==> src/rtl/swc_pkg.sv <==
package swc_pkg;

   typedef enum logic [1:0] {
      ST_RUN      = 2'd0,
      ST_SLEEP    = 2'd1,
      ST_VEC_WAIT = 2'd2
   } swc_state_e;

   typedef struct packed {
      logic sleep_done;
      logic wake_int;
      logic wake_wdt;
      logic wake_rst;
      logic rst_any;
      logic vec_fire;
   } swc_evt_t;

endpackage

==> src/rtl/swc_pending.sv <==
module swc_pending #(
   parameter int NUM_SRC = 6
) (
   input  logic [NUM_SRC-1:0] int_en,
   input  logic [NUM_SRC-1:0] int_flag,
   output logic               pending
);
   logic [NUM_SRC-1:0] hit;

   for (genvar g = 0; g < NUM_SRC; g++) begin : g_src
      assign hit[g] = int_en[g] & int_flag[g];
   end

   assign pending = |hit;
endmodule

==> src/rtl/swc_fsm.sv <==
module swc_fsm
   import swc_pkg::*;
(
   input  logic     clk,
   input  logic     rst_n,
   input  logic     sleep_req,
   input  logic     pending,
   input  logic     gie,
   input  logic     wdt_timeout,
   input  logic     ext_reset,
   input  logic     insn_done,
   output logic     clk_en,
   output swc_evt_t evt
);
   swc_state_e state_q, state_d;
   logic       clk_en_d;

   always_comb begin
      state_d  = state_q;
      clk_en_d = clk_en;
      evt      = '0;
      if (ext_reset) begin
         evt.rst_any  = 1'b1;
         evt.wake_rst = (state_q == ST_SLEEP);
         state_d      = ST_RUN;
         clk_en_d     = 1'b1;
      end else begin
         case (state_q)
            ST_RUN: begin
               if (sleep_req && !pending) begin
                  evt.sleep_done = 1'b1;
                  state_d        = ST_SLEEP;
                  clk_en_d       = 1'b0;
               end
            end
            ST_SLEEP: begin
               if (wdt_timeout) begin
                  evt.wake_wdt = 1'b1;
                  state_d      = ST_RUN;
                  clk_en_d     = 1'b1;
               end else if (pending) begin
                  evt.wake_int = 1'b1;
                  state_d      = gie ? ST_VEC_WAIT : ST_RUN;
                  clk_en_d     = 1'b1;
               end
            end
            ST_VEC_WAIT: begin
               if (insn_done) begin
                  evt.vec_fire = 1'b1;
                  state_d      = ST_RUN;
               end
            end
            default: state_d = ST_RUN;
         endcase
      end
   end

   always_ff @(posedge clk or negedge rst_n) begin
      if (!rst_n) begin
         state_q <= ST_RUN;
         clk_en  <= 1'b1;
      end else begin
         state_q <= state_d;
         clk_en  <= clk_en_d;
      end
   end

   p_sleep_gates_clock_r2 : assert property (@(posedge clk) disable iff (!rst_n)
      (state_q == ST_RUN && sleep_req && !pending && !ext_reset) |=> (!clk_en && state_q == ST_SLEEP));

   p_noop_keeps_clock_r3 : assert property (@(posedge clk) disable iff (!rst_n)
      (state_q == ST_RUN && sleep_req && pending && !ext_reset) |=> (clk_en && state_q == ST_RUN));

   p_wake_restores_clock_r4 : assert property (@(posedge clk) disable iff (!rst_n)
      (state_q == ST_SLEEP && (pending || wdt_timeout || ext_reset)) |=> clk_en);

   p_vec_wait_ignores_sleep_r10 : assert property (@(posedge clk) disable iff (!rst_n)
      (state_q == ST_VEC_WAIT && !ext_reset) |=> clk_en);
endmodule

==> src/rtl/swc_status.sv <==
module swc_status (
   input  logic clk,
   input  logic rst_n,
   input  logic sleep_done,
   input  logic wake_wdt,
   output logic stat_pd,
   output logic stat_to
);
   always_ff @(posedge clk or negedge rst_n) begin
      if (!rst_n) begin
         stat_pd <= 1'b1;
         stat_to <= 1'b1;
      end else begin
         if (sleep_done) begin
            stat_pd <= 1'b0;
            stat_to <= 1'b1;
         end else if (wake_wdt) begin
            stat_to <= 1'b0;
         end
      end
   end

   p_sleep_status_r2 : assert property (@(posedge clk) disable iff (!rst_n)
      sleep_done |=> (!stat_pd && stat_to));

   p_wdt_clears_to_r6 : assert property (@(posedge clk) disable iff (!rst_n)
      wake_wdt |=> !stat_to);

   p_pd_sticky_low_r3 : assert property (@(posedge clk) disable iff (!rst_n)
      !stat_pd |=> !stat_pd);
endmodule

==> src/rtl/swc_pulses.sv <==
module swc_pulses
   import swc_pkg::*;
(
   input  logic     clk,
   input  logic     rst_n,
   input  swc_evt_t evt,
   output logic     wdt_clr,
   output logic     resume,
   output logic     reset_req,
   output logic     vec_req
);
   always_ff @(posedge clk or negedge rst_n) begin
      if (!rst_n) begin
         wdt_clr   <= 1'b0;
         resume    <= 1'b0;
         reset_req <= 1'b0;
         vec_req   <= 1'b0;
      end else begin
         wdt_clr   <= evt.sleep_done | evt.wake_int | evt.wake_wdt | evt.wake_rst;
         resume    <= evt.wake_int | evt.wake_wdt;
         reset_req <= evt.rst_any;
         vec_req   <= evt.vec_fire;
      end
   end

   p_single_cause_r8 : assert property (@(posedge clk) disable iff (!rst_n)
      $onehot0({resume, reset_req}));

   p_vec_one_cycle_r5 : assert property (@(posedge clk) disable iff (!rst_n)
      vec_req |=> !vec_req);
endmodule

==> src/rtl/swc_sleep_ctrl.sv <==
module swc_sleep_ctrl
   import swc_pkg::*;
#(
   parameter int               NUM_SRC  = 6,
   parameter int               ADDR_W   = 13,
   parameter logic [ADDR_W-1:0] VEC_ADDR = 13'h0004
) (
   input  logic               clk,
   input  logic               rst_n,
   input  logic               sleep_req,
   input  logic [NUM_SRC-1:0] int_en,
   input  logic [NUM_SRC-1:0] int_flag,
   input  logic               gie,
   input  logic               wdt_timeout,
   input  logic               ext_reset,
   input  logic               insn_done,
   output logic               clk_en,
   output logic               stat_pd,
   output logic               stat_to,
   output logic               wdt_clr,
   output logic               resume,
   output logic               vec_req,
   output logic [ADDR_W-1:0]  vec_addr,
   output logic               reset_req
);
   if (NUM_SRC < 1) begin : g_bad_src
      $error("swc_sleep_ctrl: NUM_SRC must be at least 1");
   end
   if (ADDR_W < 3) begin : g_bad_addr
      $error("swc_sleep_ctrl: ADDR_W too small for the vector");
   end

   logic     pending;
   swc_evt_t evt;

   swc_pending #(.NUM_SRC(NUM_SRC)) i_pending (
      .int_en   (int_en),
      .int_flag (int_flag),
      .pending  (pending)
   );

   swc_fsm i_fsm (
      .clk         (clk),
      .rst_n       (rst_n),
      .sleep_req   (sleep_req),
      .pending     (pending),
      .gie         (gie),
      .wdt_timeout (wdt_timeout),
      .ext_reset   (ext_reset),
      .insn_done   (insn_done),
      .clk_en      (clk_en),
      .evt         (evt)
   );

   swc_status i_status (
      .clk        (clk),
      .rst_n      (rst_n),
      .sleep_done (evt.sleep_done),
      .wake_wdt   (evt.wake_wdt),
      .stat_pd    (stat_pd),
      .stat_to    (stat_to)
   );

   swc_pulses i_pulses (
      .clk       (clk),
      .rst_n     (rst_n),
      .evt       (evt),
      .wdt_clr   (wdt_clr),
      .resume    (resume),
      .reset_req (reset_req),
      .vec_req   (vec_req)
   );

   assign vec_addr = VEC_ADDR;

   p_vec_after_done_r5 : assert property (@(posedge clk) disable iff (!rst_n)
      vec_req |-> $past(insn_done));

   p_vec_clock_on_r5 : assert property (@(posedge clk) disable iff (!rst_n)
      vec_req |-> clk_en);

   p_reset_req_clock_r7 : assert property (@(posedge clk) disable iff (!rst_n)
      reset_req |-> clk_en);

   p_vec_addr_fixed_r11 : assert property (@(posedge clk) disable iff (!rst_n)
      vec_addr == VEC_ADDR);
endmodule

==> config.mk <==
export PLATFORM = sky130hd
export DESIGN_NAME = swc_sleep_ctrl
export DESIGN_NICKNAME = d
export VERILOG_FILES = /design/src/rtl/swc_pkg.sv /design/src/rtl/swc_pending.sv /design/src/rtl/swc_fsm.sv /design/src/rtl/swc_status.sv /design/src/rtl/swc_pulses.sv /design/src/rtl/swc_sleep_ctrl.sv
export SDC_FILE = /design/constraint.sdc
export NUM_CORES = 1
export LEC_CHECK = 0
export CAP_MARGIN = 30
export CORE_AREA = 2 2 39 41
export DETAILED_ROUTE_END_ITERATION = 10
export DIE_AREA = 0 0 41 43
export DONT_BUFFER_PORTS = 1
export PLACE_DENSITY = 0.52
export RECOVER_POWER = 25
export SLEW_MARGIN = 5
export SYNTH_ARGS = -nofsm -noshare
export SYNTH_HDL_FRONTEND = slang
export SYNTH_SLANG_ARGS = --single-unit
==> constraint.sdc <==
create_clock -name clk -period 1.4 [get_ports clk]
set_clock_uncertainty 0.2 [all_clocks]
set_input_delay 0.21 -clock clk [delete_from_list [all_inputs] [get_ports clk]]
set_output_delay 0.21 -clock clk [all_outputs]
set_load 0.005 [all_outputs]
==> flow_summary.json, run 1 <==
{
  "numCtsBuffers": 3,
  "via_count": 355,
  "wl_met3_um": 75,
  "crit_path_end_kind": "flip-flop",
  "synth_cells": 54,
  "min_period_over_period": 0.9570,
  "synth_top_cell_by_area": "dfrtp_1",
  "crit_fanout": 2,
  "grt_antenna_before_repair": 0,
  "synth-seq-area-share": 0.4296,
  "hpwl_um": 724.6,
  "crit_buf_inv": 1,
  "grt_usage": 0.1190,
  "slowest_stage": "dlygate4sd3_1",
  "die_x_um": 41,
  "dieArea_mm2": 0.001763,
  "yosysWarningCount": 0,
  "cts_hold_buf": 2,
  "drive_above_1_share": 0.1833,
  "crit_type": "in -> reg",
  "wl_um": 872,
  "finalCriticalPeriod_ps": 1340,
  "finalNetCount": 80,
  "htree_levels": 1,
  "cts_root_buf": "clkbuf_4",
  "cts_tree": "yes",
  "r2r_start": "i_fsm.state_q[0]",
  "violations": "negative hold slack",
  "fill_cells": 147,
  "worst_ir_drop_vdd_mv": 0.2678,
  "fp.dieH_um": 43,
  "first_pass_iters": 2,
  "syn_area_um2": 533.0,
  "outcome": "finished with violations",
  "met1Wirelength_um": 348,
  "area.growth.synth_to_final_pct": 5.399,
  "drtIter0Drc": 6,
  "ioPinCount": 39,
  "clock_latency_ps": 250,
  "grt_max_degree": 10,
  "portBuffers": 0,
  "syn_avg_cell_area_um2": 9.871,
  "antennaDiodeCount": 0,
  "path_clk_slew_ps": 60,
  "holdCritPathClass": "in -> reg",
  "finish.utilization": 0.4060,
  "hold_start": "ext_reset",
  "drc": 0,
  "grt_pass1_vias": 344,
  "yosysTopAreaCellShare": 0.2817,
  "crit_path_start_kind": "input pin",
  "max_stage_delay_ps": 560,
  "crit_family": "buffers and inverters",
  "std_cell_rows": 14,
  "wl_met2_um": 437,
  "fin_setup_tns_ps": 0,
  "grt_pass1_wl_mm": 1.352,
  "dr.max_layer_used": "met4",
  "final_area_um2": 561.8,
  "max_cap_viol_count": 0,
  "rsz0062_at_grt": "no",
  "ctsLongestPathBuffers": 2,
  "overflow": 0,
  "wire_per_inst_um": 11.47,
  "crit_path_cell_trace": "dlygate4sd3_1, nor4b_1, a21o_1",
  "core_area_mm2": 0.001384,
  "synth_area_leaders": "dfrtp_1 28%, buf_4 18%, dfstp_2 15%",
  "ys_ff_latch": 9,
  "antenna_left": 0,
  "drt-vias-per-instance": 4.671,
  "report.final.slew_viol_count": 0,
  "crit_required_ps": 1400,
  "place_congestion": 0.7696,
  "startpoint": "wdt_timeout",
  "ys_types": 24,
  "ctsResizeCount": 0,
  "cts_setup_buffers": 0,
  "power_density_mw_per_mm2": 982.2,
  "dpl_cell_area_um2": 515.5,
  "leakage_nw": 0.2667,
  "arrival_ps": 1340,
  "hold_viol_final": 8,
  "setup_violations": 0,
  "cts_sinks": 9,
  "max_freq_ghz": 0.7464,
  "holdWs_ps": -217.5,
  "initial_core_util": 0.3852
}
-- metrics by stage --
step                      cells  power [mW]  setup WS [ps]
after detailed placement     70      0.3536         -178.5
after global placement       70      0.3531         -171.1
after floorplan              65      0.3671         -143.2
after global routing         76      0.5812          30.26
after CTS                    76      0.5600          63.97
final                        76      0.5518          60.19
-- power breakdown --
part	internal (mW)	switching, mW	leakage [nW]
Sequential	0.283	0.0115	0.112
Combinational	0.0290	0.0333	0.139
Clock	0.109	0.0851	0.0150
-- registers in the layout (all words and copies together) (netlist names) --
name,flops
i_fsm.clk_en,1
i_fsm.state_q,2
i_pulses.reset_req,1
i_pulses.resume,1
i_pulses.vec_req,1
i_pulses.wdt_clr,1
i_status.stat_pd,1
i_status.stat_to,1
-- final cells by class --
type	count	area, um^2	area share
clock buffers	4	26.28	0.04677
repair buffers	5	42.54	0.07572
well taps	16	20.02	0.03563
multi-input cells	40	236.5	0.4209
inverters	2	7.507	0.01336
flip-flops and latches	9	229.0	0.4076
-- placed cells by master (no fill, tap or decap), types with 2 or more instances in the layout --
master         count
conb_1            13
dfrtp_1            6
nand2_1            4
nor3_1             3
a22o_1             3
clkbuf_4           3
dfstp_2            3
buf_4              3
nand2b_1           2
inv_1              2
nor4b_1            2
dlygate4sd3_1      2
-- cells by family after synthesis --
| group | after synthesis | share of synthesized area |
|---|---|---|
| compound gates | 9 | 0.1338 |
| buf+inv | 16 | 0.2042 |
| flops | 9 | 0.4296 |
| other cells | 2 | 0.01409 |
| simple gates | 18 | 0.2183 |
-- Yosys cell counts (all sizes together) --
cell type,count
buf,13
dfrtp,6
nand2,4
a22o,3
dfstp,3
nor3,3
conb,2
inv,2
nand2b,2
nor2,2
nor4b,2
o21ai,2
a21boi,1
a21o,1
a221o,1
and2,1
clkbuf,1
nand3b,1
nor4,1
o311a,1
or3,1
or4,1
-- per-layer routing --
metal | up-vias | track usage
met2 | 25 | 0.1719
met3 | 2 | 0.01571
met1 | 154 | 0.1368
met4 | 0 | 0.1200
met5 | - | 0
li1 | 174 | -
-- worst paths after layout --
kind,to,slack (ps),depth (start not counted)
worst min register to register,i_status.stat_to,300,2
max in group asynchronous,i_fsm.clk_en,570,1
worst max-delay path,i_fsm.state_q[1],60,3
min in group asynchronous,i_pulses.wdt_clr,110,1
worst max register to register,i_fsm.state_q[1],120,3
worst min-delay path,i_pulses.reset_req,-220,0
Power figures use the tool's default switching activity.
==> inputs of run 2 (changes only) <==
==> constraint.sdc (replaced) <==
create_clock -name clk -period 1.7 [get_ports clk]
set_clock_uncertainty 0.2 [all_clocks]
set_input_delay 0.255 -clock clk [delete_from_list [all_inputs] [get_ports clk]]
set_output_delay 0.255 -clock clk [all_outputs]
set_load 0.005 [all_outputs]
==> run 2 against run 1 <==
  * The run now ends clean
  * Non-clock buffer count up 1
  * Final cell count up 1.3%
  * Wire length up 1.4%
  * Sequential power down 18%
  * Worst hold slack better by 250 ps
  * First-iteration DRC count down 33%
  * Clock power down 18%
  * Sequential share of layout area down 1.1 points
  * Clock-buffer cell count unchanged
  * Largest cell class unchanged
==> flow_summary.json, run 2 (synthesis gave the netlist of run 1 again) <==
{
  "holdWs_ps": 32.42,
  "holdPathEnd": "i_fsm.state_q[1]",
  "core_area_mm2": 0.001384,
  "clock_latency_ps": 250,
  "max_freq_ghz": 0.7084,
  "wl_met2_um": 414,
  "post-place-ws_ps": 54.29,
  "drive_above_1_share": 0.1475,
  "std_cell_rows": 14,
  "wl_met3_um": 95,
  "drtIter0Drc": 4,
  "crit_type": "in -> reg",
  "min_period_over_period": 0.8304,
  "htree_levels": 1,
  "crit_path_start_kind": "input pin",
  "final_area_um2": 576.8,
  "largest_reg_flops": 2,
  "crit_path_end_kind": "flip-flop",
  "r2r_setup_slack_ps": 420,
  "finalPower_mw": 0.4575,
  "overflow": 0,
  "slowest_stage": "dlygate4sd3_1",
  "area.growth.synth_to_final_pct": 8.216,
  "layout_commonest_cell": "conb_1",
  "holdCritPathClass": "in -> reg",
  "first_pass_iters": 2,
  "fin_setup_tns_ps": 0,
  "dr.max_layer_used": "met3",
  "fill_cells": 135,
  "portBuffers": 0,
  "wire_per_inst_um": 11.48,
  "antenna_left": 0,
  "fp.dieH_um": 43,
  "antennaDiodeCount": 0,
  "cts_root_buf": "clkbuf_4",
  "grt_pass1_wl_mm": 1.352,
  "met1Wirelength_um": 375,
  "ioPinCount": 39,
  "leakage_nw": 0.2701,
  "fin_cells": 77,
  "drc": 0,
  "numCtsBuffers": 3,
  "grt_usage": 0.1168,
  "max_cap_viol_count": 0,
  "crit_required_ps": 1680,
  "wl_um": 884,
  "hold_start": "wdt_timeout",
  "grt_pass1_vias": 334,
  "rsz0062_at_grt": "no",
  "r2r_end": "i_fsm.state_q[1]",
  "path_clk_slew_ps": 60,
  "finalNetCount": 81,
  "finish.utilization": 0.4168,
  "arrival_ps": 1400,
  "setup_ws_ps": 288.3,
  "cts_tree": "yes",
  "via_count": 366,
  "max_stage_delay_ps": 640,
  "grt_max_degree": 10,
  "worst_ir_drop_vdd_mv": 0.1847,
  "dieArea_mm2": 0.001763,
  "initial_core_util": 0.3852,
  "hold_viol_final": 0,
  "power_density_mw_per_mm2": 793.2,
  "grt_antenna_before_repair": 0,
  "die_x_um": 41,
  "holdPathStages": 2,
  "drt-vias-per-instance": 4.753,
  "ctsLongestPathBuffers": 2,
  "top_register": "i_fsm.state_q",
  "mostFrequentLayoutCells": "13 x conb_1, 6 x dfrtp_1, 5 x dlygate4sd3_1",
  "place_congestion": 0.7691,
  "setup_violations": 0,
  "crit_path_cell_trace": "dlygate4sd3_1, nor2_2, nand3b_4, and2_1",
  "r2r_start": "i_fsm.state_q[0]",
  "cts_sinks": 9,
  "finalCriticalPeriod_ps": 1412,
  "report.final.slew_viol_count": 0,
  "crit_fanout": 6,
  "hpwl_um": 712.3,
  "outcome": "complete, no violations",
  "dpl_cell_area_um2": 500.5,
  "dp.cells": 68,
  "ff2ff_path_depth": 3
}
run 2: worst max-delay path by stage:
stage                    from          endpoint  slack (ps)
global placement    int_en[5]  i_status.stat_pd          80
finish              ext_reset  i_status.stat_pd         290
global route        ext_reset  i_status.stat_pd         260
detailed placement  int_en[5]  i_status.stat_pd          50
floorplan           int_en[5]  i_status.stat_pd         110
CTS                 ext_reset  i_status.stat_pd         300
run 2: metal layers:
| layer | GRT usage | vias to the layer above |
|---|---|---|
| met4 | 0.08000 | 0 |
| met3 | 0.02618 | 0 |
| met2 | 0.1531 | 24 |
| met1 | 0.1623 | 166 |
| li1 | - | 176 |
| met5 | 0 | - |
run 2: final cells by class:
class	instances	area, um^2	area share
inverter	2	7.507	0.01302
clock buffer	4	26.28	0.04555
multi-input combinational	40	236.5	0.4100
timing repair buffer	6	57.56	0.09978
tap	16	20.02	0.03471
sequential	9	229.0	0.3970
run 2: where the power goes:
group | switching (mW) | leakage [nW] | internal (mW) | total, mW
logic | 0.0291 | 0.143 | 0.0260 | 0.0550
clock network | 0.0694 | 0.0150 | 0.0901 | 0.159
registers | 0.00957 | 0.112 | 0.233 | 0.243
total | 0.108 | 0.270 | 0.349 | 0.457
run 2: what timing repair did:
action	in CTS	in global routing
hold buffers	4	1
hold endpoints to repair	16	1
resized for setup	0	0
buffers inserted	0	0
run 2: critical path, delay by kind of cell:
family	cells	cell delay, ps
AND/OR/NAND/NOR	3	500
buffers and inverters	1	640
==> inputs of run 3 (changes only) <==
--- a/config.mk
+++ b/config.mk
@@ -10,7 +10,7 @@
 export DETAILED_ROUTE_END_ITERATION = 10
 export DIE_AREA = 0 0 41 43
 export DONT_BUFFER_PORTS = 1
-export PLACE_DENSITY = 0.52
+export PLACE_DENSITY = 0.54
 export RECOVER_POWER = 25
 export SLEW_MARGIN = 5
 export SYNTH_ARGS = -nofsm -noshare
==> constraint.sdc (replaced) <==
create_clock -name clk -period 1.24 [get_ports clk]
set_clock_uncertainty 0.2 [all_clocks]
set_input_delay 0.186 -clock clk [delete_from_list [all_inputs] [get_ports clk]]
set_output_delay 0.186 -clock clk [all_outputs]
set_load 0.005 [all_outputs]
==> run 3 against run 2 <==
  * The run now ends with negative hold slack, negative setup slack left
  * Via count grew 4.4%
  * Final cell count unchanged
  * Worst hold slack lost 270 ps
  * Non-clock buffer count did not move
  * Setup slack lost 300 ps
  * Global-route usage increased by 1.4 points
  * Clock-buffer cell count stayed put
  * Critical path depth stayed put
  * Clock power is 39% higher
  * Critical path type unchanged
  * Critical endpoint unchanged
  * Largest cell class unchanged
  * Largest power group unchanged
==> flow_summary.json, run 3 (synthesis gave the netlist of run 1 again) <==
{
  "ioPinCount": 39,
  "cts_sinks": 9,
  "drt-vias-per-instance": 4.961,
  "power_switching_mw": 0.1524,
  "arrival_ps": 1250,
  "setup_violations": 1,
  "grt_pass1_vias": 344,
  "cts_setup_buffers": 0,
  "post-place-ws_ps": -302.3,
  "finalCriticalPeriod_ps": 1254,
  "std_cell_rows": 14,
  "die_x_um": 41,
  "grt_antenna_before_repair": 0,
  "dieArea_mm2": 0.001763,
  "grt_pass1_wl_mm": 1.462,
  "max_stage_delay_ps": 510,
  "dpl_cell_area_um2": 523.0,
  "p_clk_frac": 0.348,
  "mostFrequentLayoutCells": "13 x conb_1, 6 x dfrtp_1, 4 x nand2_1, 4 x buf_4",
  "wl_um": 924,
  "path_clk_slew_ps": 60,
  "regArea_um2": 229.0,
  "drive_above_1_share": 0.2951,
  "place_congestion": 0.7610,
  "antennaDiodeCount": 0,
  "finish.utilization": 0.4322,
  "leakage_nw": 0.2878,
  "clock_latency_ps": 260,
  "max_freq_ghz": 0.7978,
  "antenna_left": 0,
  "hold_viol_final": 8,
  "setup_ws_ps": -13.51,
  "pwr-share-seq": 0.527,
  "power_frac_comb": 0.125,
  "switching_share": 0.2403,
  "overflow": 0,
  "fin_setup_tns_ps": -13.51,
  "grt_max_degree": 10,
  "worst_ir_drop_vdd_mv": 0.2698,
  "area.growth.synth_to_final_pct": 12.21,
  "slowest_stage": "or4_4",
  "power_density_mw_per_mm2": 1060,
  "cts_root_buf": "clkbuf_4",
  "core_area_mm2": 0.001384,
  "max_cap_viol_count": 0,
  "fill_cells": 147,
  "numCtsBuffers": 3,
  "first_pass_iters": 2,
  "grt_usage": 0.1309,
  "crit_type": "in -> reg",
  "drc": 0,
  "top_register": "i_fsm.state_q",
  "hpwl_um": 765.8,
  "crit_path_end_kind": "flip-flop",
  "rsz0062_at_grt": "yes",
  "violations": "negative hold slack, negative setup slack",
  "crit_path_cell_trace": "a22o_1, or4_4, nand3b_4, and2_4",
  "portBuffers": 0,
  "min_period_over_period": 1.011,
  "multiInputGateArea_um2": 265.3,
  "via_count": 382,
  "outcome": "finished with violations",
  "ctsLongestPathBuffers": 2,
  "crit_fanout": 4,
  "fp.dieH_um": 43,
  "final_area_um2": 598.1,
  "report.final.slew_viol_count": 0,
  "crit_required_ps": 1230,
  "drtIter0Drc": 4,
  "holdCritPathClass": "in -> reg",
  "initial_core_util": 0.3852,
  "crit_path_start_kind": "input pin",
  "largest_reg_flops": 2,
  "cts_tree": "yes",
  "layout_commonest_cell": "conb_1",
  "wire_per_inst_um": 12.00,
  "finalNetCount": 81,
  "htree_levels": 1,
  "power.internal_mw": 0.4819,
  "holdWs_ps": -240.5
}
run 3: metal layers:
| metal | GRT usage | up-vias | wire (um) |
|---|---|---|---|
| met5 | 0 | - | 0 |
| met4 | 0.1400 | 0 | 19 |
| met3 | 0.03141 | 2 | 98 |
| met2 | 0.1781 | 26 | 474 |
| met1 | 0.1494 | 179 | 333 |
| li1 | - | 175 | - |
run 3: layout make-up:
type,instances,area share
Clock buffer,4,0.04393
Inverter,2,0.01255
Multi-Input combinational cell,40,0.4435
Sequential cell,9,0.3828
Tap cell,16,0.03347
Timing Repair Buffer,6,0.08368
run 3: final timing paths:
check                            startpoint            endpoint  slack (ps)  cells past startpoint
setup / recovery                  int_en[5]    i_status.stat_pd         -10                      4
hold / removal                    ext_reset  i_pulses.reset_req        -240                      0
setup reg to reg           i_fsm.state_q[0]        i_fsm.clk_en          60                      2
hold reg to reg            i_status.stat_to    i_status.stat_to         300                      2
max in group asynchronous             rst_n    i_status.stat_to         440                      1
min in group asynchronous             rst_n    i_pulses.wdt_clr          80                      1
run 3: through the flow:
| step | power [mW] | cells |
|---|---|---|
| floorplan | 0.4144 | 65 |
| global placement | 0.4007 | 71 |
| detailed placement | 0.4008 | 71 |
| CTS | 0.6352 | 76 |
| global route | 0.6878 | 77 |
| finish | 0.6342 | 77 |
run 3: power by group through the flow:
stage	Combinational (mW)	Clock (mW)	Sequential, mW
detailed placement	0.0613	0	0.340
global route	0.0932	0.258	0.336
finish	0.0794	0.221	0.334
CTS	0.0694	0.231	0.334
global placement	0.0611	0	0.340
floorplan	0.0799	0	0.335
run 3: timing repair:
action | CTS | global route
resized for setup | 1 | 5
hold endpoints to repair | 18 | 7
endpoints found under the setup margin | 3 | 5
pin swaps | 2 | 1
hold buffers | 1 | 1
run 3: worst max-delay path: cells and delay by family:
family / cells / cell delay, ps
simple gates: 3 / 830
compound gates: 1 / 220
